==> src/rtl/minTickPkg.sv <==
package minTickPkg;
  // Strobes and qualifiers passed from control to datapath
  typedef struct packed {
    logic setFlag;   // minute tick this cycle
    logic clrFlag;   // software clear this cycle
    logic reqOk;     // all enables met, not in emergency
    logic sleeping;  // processor idle or powered down
  } flagStrb_t;
endpackage

==> src/rtl/minTickPrescale.sv <==
module minTickPrescale #(
  parameter int SEC_PER_MIN   = 60,
  parameter bit USE_PRESCALER = 1'b1
) (
  input  logic clk,
  input  logic rstN,
  input  logic tickIn,
  output logic minuteTick
);
  generate
    if (USE_PRESCALER) begin : g_count
      localparam int CNT_W = (SEC_PER_MIN > 1) ? $clog2(SEC_PER_MIN) : 1;
      localparam logic [CNT_W-1:0] LAST_CNT = CNT_W'(SEC_PER_MIN - 1);

      logic [CNT_W-1:0] secCnt;
      logic             atLast;

      assign atLast     = (secCnt == LAST_CNT);
      assign minuteTick = tickIn && atLast;

      always_ff @(posedge clk or negedge rstN) begin
        if (!rstN) begin
          secCnt <= '0;
        end else if (tickIn) begin
          if (atLast) secCnt <= '0;
          else        secCnt <= secCnt + 1'b1;
        end
      end


      count_range_chk: assert property (@(posedge clk) disable iff (!rstN)
        secCnt <= LAST_CNT);

      tick_wrap_chk: assert property (@(posedge clk) disable iff (!rstN)
        minuteTick |=> (secCnt == '0));

      count_hold_chk: assert property (@(posedge clk) disable iff (!rstN)
        !tickIn |=> $stable(secCnt));
    end else begin : g_direct
      assign minuteTick = tickIn;
    end
  endgenerate
endmodule

==> src/rtl/minTickCtrl.sv <==
module minTickCtrl
  import minTickPkg::*;
#(
  parameter int SEC_PER_MIN   = 60,
  parameter bit USE_PRESCALER = 1'b1
) (
  input  logic      clk,
  input  logic      rstN,
  input  logic      tickIn,
  input  logic      srcEnable,
  input  logic      globalEnable,
  input  logic      emergencyMode,
  input  logic      cpuPowerDown,
  input  logic      cpuIdle,
  input  logic      flagClr,
  output flagStrb_t strb
);
  logic minuteTick;

  minTickPrescale #(
    .SEC_PER_MIN  (SEC_PER_MIN),
    .USE_PRESCALER(USE_PRESCALER)
  ) u_prescale (
    .clk       (clk),
    .rstN      (rstN),
    .tickIn    (tickIn),
    .minuteTick(minuteTick)
  );

  always_comb begin
    strb.setFlag  = minuteTick;
    strb.clrFlag  = flagClr;
    strb.reqOk    = srcEnable && globalEnable && !emergencyMode;
    strb.sleeping = cpuPowerDown || cpuIdle;
  end
endmodule

==> src/rtl/minTickData.sv <==
module minTickData
  import minTickPkg::*;
(
  input  logic      clk,
  input  logic      rstN,
  input  flagStrb_t strb,
  output logic      irqFlag,
  output logic      irqReq,
  output logic      wakeUp
);
  logic flagQ;

  // Set has priority over a clear in the same cycle
  always_ff @(posedge clk or negedge rstN) begin
    if (!rstN)             flagQ <= 1'b0;
    else if (strb.setFlag) flagQ <= 1'b1;
    else if (strb.clrFlag) flagQ <= 1'b0;
  end

  assign irqFlag = flagQ;
  assign irqReq  = flagQ && strb.reqOk;
  assign wakeUp  = irqReq && strb.sleeping;


  set_wins_chk: assert property (@(posedge clk) disable iff (!rstN)
    strb.setFlag |=> flagQ);

  flag_sticky_chk: assert property (@(posedge clk) disable iff (!rstN)
    (flagQ && !strb.clrFlag) |=> flagQ);

  flag_clear_chk: assert property (@(posedge clk) disable iff (!rstN)
    (strb.clrFlag && !strb.setFlag) |=> !flagQ);

  rise_cause_chk: assert property (@(posedge clk) disable iff (!rstN)
    $rose(flagQ) |-> $past(strb.setFlag));
endmodule

==> src/rtl/minTickIrq.sv <==
module minTickIrq
  import minTickPkg::*;
#(
  parameter int SEC_PER_MIN   = 60,
  parameter bit USE_PRESCALER = 1'b1
) (
  input  logic clk,
  input  logic rstN,
  input  logic tickIn,
  input  logic srcEnable,
  input  logic globalEnable,
  input  logic emergencyMode,
  input  logic cpuPowerDown,
  input  logic cpuIdle,
  input  logic flagClr,
  output logic irqFlag,
  output logic irqReq,
  output logic wakeUp
);
  flagStrb_t strb;

  minTickCtrl #(
    .SEC_PER_MIN  (SEC_PER_MIN),
    .USE_PRESCALER(USE_PRESCALER)
  ) u_ctrl (
    .clk          (clk),
    .rstN         (rstN),
    .tickIn       (tickIn),
    .srcEnable    (srcEnable),
    .globalEnable (globalEnable),
    .emergencyMode(emergencyMode),
    .cpuPowerDown (cpuPowerDown),
    .cpuIdle      (cpuIdle),
    .flagClr      (flagClr),
    .strb         (strb)
  );

  minTickData u_data (
    .clk    (clk),
    .rstN   (rstN),
    .strb   (strb),
    .irqFlag(irqFlag),
    .irqReq (irqReq),
    .wakeUp (wakeUp)
  );


  emergency_mute_chk: assert property (@(posedge clk) disable iff (!rstN)
    emergencyMode |-> (!irqReq && !wakeUp));

  wake_needs_sleep_chk: assert property (@(posedge clk) disable iff (!rstN)
    wakeUp |-> (irqReq && (cpuPowerDown || cpuIdle)));

  req_needs_flag_chk: assert property (@(posedge clk) disable iff (!rstN)
    irqReq |-> (irqFlag && srcEnable && globalEnable));
endmodule

==> config.mk <==
export PLATFORM = sky130hd
export DESIGN_NAME = minTickIrq
export DESIGN_NICKNAME = d
export VERILOG_FILES = /design/src/rtl/minTickPkg.sv /design/src/rtl/minTickPrescale.sv /design/src/rtl/minTickCtrl.sv /design/src/rtl/minTickData.sv /design/src/rtl/minTickIrq.sv
export SDC_FILE = /design/constraint.sdc
export NUM_CORES = 1
export LEC_CHECK = 0
export BUFFER_PORTS_ARGS = -buffer_cell sky130_fd_sc_hd__buf_2
export CORE_AREA = 2 2 39 41
export CTS_BUF_LIST = sky130_fd_sc_hd__clkbuf_16
export CTS_CLUSTER_DIAMETER = 80
export DETAILED_ROUTE_END_ITERATION = 8
export DIE_AREA = 0 0 41 43
export GPL_TIMING_DRIVEN = 0
export PLACE_DENSITY_LB_ADDON = 0.15
export REMOVE_ABC_BUFFERS = 1
export SYNTH_ARGS = -nofsm -noshare
export SYNTH_HDL_FRONTEND = slang
export SYNTH_SLANG_ARGS = --single-unit
==> constraint.sdc <==
create_clock -name clk -period 1.91 [get_ports clk]
set_input_delay 0.382 -clock clk [delete_from_list [all_inputs] [get_ports clk]]
set_output_delay 0.382 -clock clk [all_outputs]
set_load 0.1 [all_outputs]
==> flow_summary.yaml, run 1 <==
outcome:
  status: "finished clean"
sta:
  grt_setup_unrepaired: "false"
  fin_tns_setup_ns: 0
  fin_worst_hold_slack_ns: 0.413
  slew_headroom: 0.676
  max_clock_freq_ghz: 0.588
  hold_viol: 0
  setup-violations-final: 0
  setup_ws_final_ns: 0.210
  clock-skew-final_ns: 0.00174
  max_slew.worst_pin.slew_ns: 0.489
  finalWorstPathRequiredPeriod_ns: 1.70
  period_utilisation_layout: 0.890
  maxSlewViolCount: 0
layout:
  antennaDiodeCount: 0
  fin_area_um2: 510
  final_core_util: 0.369
  drive_gt1_frac: 0.354
  flow.area_growth_from_synthesis_pct: 47.3
  mostFrequentLayoutCell: "sky130_fd_sc_hd__buf_2"
  final_net_count: 59
  layout_common_cells: "11 x sky130_fd_sc_hd__buf_2, 7 x sky130_fd_sc_hd__dfrtp_1, 4 x sky130_fd_sc_hd__nand2_1, 3 x sky130_fd_sc_hd__nor2_1, 3 x sky130_fd_sc_hd__clkbuf_16"
  fill_cells: 155
  layoutNonFillerInstCount: 64
clock_network:
  tritoncts: "done"
  cts-root-buf: "sky130_fd_sc_hd__clkbuf_16"
  number_of_buffers_created_by_cts: 3
  cts_post_setup_buffers_inserted: 0
  clk_pin_slew_ns: 0.04
  tritoncts_num_sinks: 7
  clock_insertion_delay_worst_skew_ns: 0.23
  maximum_count_of_clock_buffers_along_a_single_path: 2
  cts.htree.levels: 1
power_and_ir_drop:
  ir_worst_vdd_uv: 794
  cellInternalPower_uw: 559
  cellLeakagePower_nw: 0.253
  p_sw_uw: 232
  total_power_uw: 791
  power_per_cell_area_nw_per_um2: 1550
  power_frac_seq: 0.352
  switching_share: 0.293
  clockPowerShare: 0.441
  pwr-share-comb: 0.207
worst_setup_path:
  wp_data_arrival_ns: 1.32
  endpoint_kind: "output pin"
  crit_fanout: 3
  critical_path_start_type: "flip-flop"
  critical_path_required_ns: 1.53
  worstSetupPathType: "reg2out"
floorplan:
  core-area_um2: 1380
  die_height_um: 43
  die-width_um: 41
  floorplan.initialDensity: 0.250
  placement_rows: 14
  dieArea_um2: 1760
  ioPinCount: 12
place:
  place_congestion: 0.795
  port_buffers: 11
  detailedPlace.worstSlack_ns: 0.263
  dp.cells: 59
  placed_cell_area_um2: 422
route:
  drtAntennaViolNets: 0
  detail_route.vias_per_cell: 4.64
  vias: 297
  drc: 0
  drt-initial-drc-count: 2
  wire_per_inst_um: 11.3
  route.final.wire_length_um: 720
  dr.pass1.iters: 2
synth:
  yosys.area_share.adder: 0.0361
  yosys_warnings: 0
  post_synth_mux_area_share: 0.0325
  synth_area_um2: 347
  fraction_of_the_mapped_netlist_area_in_simple_logic_gates: 0.235
  mean_area_per_synthesized_cell_um2: 10.8
  dominant_combinational_cell_family_by_area_after_synthesis: "simple AND/OR/NAND/NOR gates"
  netlist_instances: 32
  yosysSeqAreaShare: 0.505
  synthXorXnorAreaFrac: 0.0758
  number_of_library_cell_types_mapped_by_synthesis: 19
  synth-compound-area-share: 0.105
  synth_seq_cells: 7
global_route:
  grt_max_degree: 8
  grt-ovfl-total: 0
  antenna_violations_before_repair: 0
  top_usage_layer: "met2"
  via_count_of_the_first_global_routing_pass: 273
  grt.met3_usage: 0.0785
  grtUsageMet2: 0.153
  globalRouteTotalUtil: 0.119
  grt_pass1_wl_mm: 1.22
  gr-usage-met1: 0.118
job:
  max-cap-violations: 0
min_path:
  hold_path_class: "in2reg"
-- sequential cells by signal (all words and copies together) (netlist names) --
signal and count:
u_ctrl.u_prescale.g_count.secCnt 6, u_data.irqFlag 1
-- cells by family after synthesis --
group / Yosys count
AND/OR/NAND/NOR: 14
flip-flops: 7
AO/OA/AOI/OAI: 5
XOR/XNOR: 3
buffers and inverters: 1
multiplexers: 1
adder cells (fa/ha/maj): 1
-- path summary, 6_finish.rpt --
path	start	endpoint	slack [ns]	cells after the start
hold reg to reg	u_data.irqFlag	u_data.irqFlag	0.49	1
hold / removal	flagClr	u_data.irqFlag	0.41	3
setup / recovery	u_data.irqFlag	wakeUp	0.21	3
setup reg to reg	u_ctrl.u_prescale.g_count.secCnt[0]	u_ctrl.u_prescale.g_count.secCnt[0]	0.69	4
max in group asynchronous	rstN	u_ctrl.u_prescale.g_count.secCnt[0]	1.23	2
min in group asynchronous	rstN	u_data.irqFlag	0.52	2
-- per-layer routing --
layer / part of all wire / wire [µm]
met1: 0.38 / 277
met2: 0.49 / 351
met3: 0.10 / 75
met4: 0.021 / 15
met5: 0 / 0
-- final cells by class --
class                   count  area, µm²  share of cell area
repair buffers             12       65.1               0.127
inverters                   1       3.75             0.00735
clock buffers               3       75.1               0.147
multi-input cells          24        168               0.328
clock inverters             1       3.75             0.00735
flip-flops and latches      7        175               0.343
well taps                  16       20.0              0.0392
-- synth_stat cells --
| library cell | number | area share |
|---|---|---|
| sky130_fd_sc_hd__or3_1 | 1 | 0.018 |
| sky130_fd_sc_hd__and4b_1 | 1 | 0.029 |
| sky130_fd_sc_hd__nor2_1 | 3 | 0.032 |
| sky130_fd_sc_hd__xnor2_1 | 1 | 0.025 |
| sky130_fd_sc_hd__o2111ai_1 | 1 | 0.025 |
| sky130_fd_sc_hd__nand4_2 | 1 | 0.036 |
| sky130_fd_sc_hd__o21ai_0 | 1 | 0.014 |
| sky130_fd_sc_hd__o211ai_1 | 1 | 0.022 |
| sky130_fd_sc_hd__nand4_1 | 1 | 0.018 |
| sky130_fd_sc_hd__dfrtp_1 | 7 | 0.51 |
| sky130_fd_sc_hd__inv_1 | 1 | 0.011 |
| sky130_fd_sc_hd__nand2_1 | 4 | 0.043 |
| sky130_fd_sc_hd__xor2_1 | 2 | 0.051 |
| sky130_fd_sc_hd__nor3_2 | 1 | 0.029 |
| sky130_fd_sc_hd__a21o_1 | 1 | 0.022 |
| sky130_fd_sc_hd__ha_1 | 1 | 0.036 |
| sky130_fd_sc_hd__mux2_2 | 1 | 0.032 |
| sky130_fd_sc_hd__o21a_1 | 1 | 0.022 |
| sky130_fd_sc_hd__nand3_1 | 2 | 0.029 |
-- critical path: stages (launching register included) --
cell and delay (ns):
sky130_fd_sc_hd__dfrtp_1 0.35, sky130_fd_sc_hd__and4b_1 0.21, sky130_fd_sc_hd__o21a_1 0.12, sky130_fd_sc_hd__buf_2 0.41
-- what timing repair did --
action	CTS	global route
hold buffers	1	0
endpoints found under the hold margin	7	0
gates resized for setup	0	0
-- power by group through the flow --
stage	registers [mW]	logic [mW]	clock network (mW)
3_3_place_gp	0.277	0.162	0
3_5_place_dp	0.282	0.166	0
6_report	0.279	0.164	0.349
4_1_cts	0.280	0.168	0.359
5_1_grt	0.289	0.188	0.375
2_1_floorplan	0.280	0.122	0
No activity file was read; power rests on OpenSTA's default activity.
==> run 2, diff against run 1 <==
--- a/config.mk
+++ b/config.mk
@@ -5,12 +5,12 @@
 export SDC_FILE = /design/constraint.sdc
 export NUM_CORES = 1
 export LEC_CHECK = 0
-export BUFFER_PORTS_ARGS = -buffer_cell sky130_fd_sc_hd__buf_2
-export CORE_AREA = 2 2 39 41
+export BUFFER_PORTS_ARGS = -buffer_cell sky130_fd_sc_hd__clkbuf_2
+export CORE_AREA = 4 4 41 43
 export CTS_BUF_LIST = sky130_fd_sc_hd__clkbuf_16
 export CTS_CLUSTER_DIAMETER = 80
 export DETAILED_ROUTE_END_ITERATION = 8
-export DIE_AREA = 0 0 41 43
+export DIE_AREA = 0 0 45 47
 export GPL_TIMING_DRIVEN = 0
 export PLACE_DENSITY_LB_ADDON = 0.15
 export REMOVE_ABC_BUFFERS = 1
==> flow_summary.yaml, run 2 (synthesis results as in run 1) <==
place:
  dp_hpwl_um: 667
  detailedPlace.worstSlack_ns: 0.192
  port_buffers: 11
  placed_cell_area_um2: 420
  dp.cells: 58
  place_congestion: 0.750
sta:
  setup-violations-final: 0
  grt_setup_unrepaired: "false"
  finalWorstPathRequiredPeriod_ns: 1.80
  maxSlewViolCount: 0
  period_utilisation_layout: 0.940
  slew_headroom: 0.641
  hold_viol: 0
  fin_worst_hold_slack_ns: 0.411
  clock-skew-final_ns: 0.00124
  max_clock_freq_ghz: 0.557
  max_slew.worst_pin.slew_ns: 0.541
  setup_ws_final_ns: 0.114
clock_network:
  cts-root-buf: "sky130_fd_sc_hd__clkbuf_16"
  tritoncts: "done"
  quantity_of_gates_resized_following_cts: 0
  cts.htree.levels: 1
  clk_pin_slew_ns: 0.04
  clock_insertion_delay_worst_skew_ns: 0.23
  maximum_count_of_clock_buffers_along_a_single_path: 2
  number_of_buffers_created_by_cts: 3
  tritoncts_num_sinks: 7
layout:
  final_net_count: 59
  fin_area_um2: 509
  drive_gt1_frac: 0.354
  largest_register_by_flop_count: "u_ctrl.u_prescale.g_count.secCnt"
  mostFrequentLayoutCell: "sky130_fd_sc_hd__clkbuf_2"
  largest_register_ffs: 6
  flow.area_growth_from_synthesis_pct: 46.9
  antennaDiodeCount: 0
  layout_common_cells: "11 x sky130_fd_sc_hd__clkbuf_2, 7 x sky130_fd_sc_hd__dfrtp_1, 4 x sky130_fd_sc_hd__nand2_1, 3 x sky130_fd_sc_hd__nor2_1, 3 x sky130_fd_sc_hd__clkbuf_16"
  layoutNonFillerInstCount: 63
worst_setup_path:
  endpoint_kind: "output pin"
  highest_delay_cell_along_the_critical_path: "sky130_fd_sc_hd__clkbuf_2"
  critical_path_start_type: "flip-flop"
  worst_setup_path_endpoint: "wakeUp"
  wp_data_arrival_ns: 1.41
  reg2reg_slack_ns: 0.68
  critical_path_required_ns: 1.53
  worst_path_largest_cell_delay_ns: 0.45
  worstSetupPathType: "reg2out"
  worst-r2r-cell-count: 4
  setup.worst_path.start: "u_data.irqFlag"
  crit_fanout: 3
  path_cells: "and4b_1, o21a_1, clkbuf_2"
  crit-reg2reg-capture: "u_ctrl.u_prescale.g_count.secCnt[0]"
  critical_r2r_launch: "u_ctrl.u_prescale.g_count.secCnt[0]"
route:
  drt-initial-drc-count: 1
  drtAntennaViolNets: 0
  dr.pass1.iters: 2
  wire_per_inst_um: 12.9
  detail_route.vias_per_cell: 4.87
  drc: 0
  vias: 307
  route.final.wire_length_um: 814
job:
  max-cap-violations: 0
power_and_ir_drop:
  cellLeakagePower_nw: 0.252
  cellInternalPower_uw: 560
  ir_worst_vdd_uv: 793
  clockPowerShare: 0.442
  pwr-share-comb: 0.210
  p_sw_uw: 242
  power_frac_seq: 0.348
  power_per_cell_area_nw_per_um2: 1570
  switching_share: 0.302
global_route:
  grt_pass1_wl_mm: 1.30
  grt_max_degree: 8
  via_count_of_the_first_global_routing_pass: 317
  grt-ovfl-total: 0
  globalRouteTotalUtil: 0.0924
  antenna_violations_before_repair: 0
min_path:
  hold_path_depth: 3
  hold_path_class: "in2reg"
  hold_path_startpoint: "flagClr"
outcome:
  status: "finished clean"
floorplan:
  dieArea_um2: 2120
  die-width_um: 45
  die_height_um: 47
  floorplan.initialDensity: 0.266
  core-area_um2: 1300
  ioPinCount: 12
  placement_rows: 13
-- run 2: critical path: cells and delay by family (launching register included) --
kind	cells	cell delay, ns
flip-flops	1	0.36
AO/OA/AOI/OAI	1	0.14
AND/OR/NAND/NOR	1	0.23
buffers and inverters	1	0.45
-- run 2: layer usage --
| layer | routed length, µm | track usage | up-vias |
|---|---|---|---|
| met5 | 0 | 0 | - |
| met4 | 17 | 0.0526 | 0 |
| met3 | 108 | 0.0536 | 2 |
| met2 | 376 | 0.155 | 15 |
| met1 | 312 | 0.0884 | 143 |
| li1 | - | - | 147 |
-- run 2: metrics by stage --
stage                util  setup TNS [ns]  power, mW
floorplan               -           -1.60      0.402
global placement    0.323               0      0.439
detailed placement  0.323               0      0.452
CTS                 0.391               0      0.808
global route        0.391               0      0.846
finish              0.391               0      0.801
-- run 2: what timing repair did --
item | CTS | global route
buffers inserted | 0 | 0
hold buffers | 1 | 0
setup endpoints to repair | 0 | 0
hold endpoints to repair | 7 | 0
-- run 2: area by class of cell --
type | instances | area [µm²]
clock buffer | 3 | 75.1
clock inverter | 1 | 3.75
fill | 132 | 792
inverter | 1 | 3.75
multi-input combinational | 24 | 168
sequential | 7 | 175
tap | 15 | 18.8
timing repair buffer | 12 | 65.1
-- run 2: worst min path at each step --
stage	endpoint
after detailed placement	u_data.irqFlag
after CTS	u_data.irqFlag
after global routing	u_data.irqFlag
after global placement	u_data.irqFlag
after floorplan	u_ctrl.u_prescale.g_count.secCnt[0]
final	u_data.irqFlag
-- run 2: power by group through the flow --
stage	clock (mW)	combinational, mW	sequential (mW)
finish	0.354	0.168	0.279
CTS	0.356	0.173	0.279
floorplan	0	0.122	0.280
global route	0.364	0.191	0.290
detailed placement	0	0.171	0.281
global placement	0	0.162	0.277
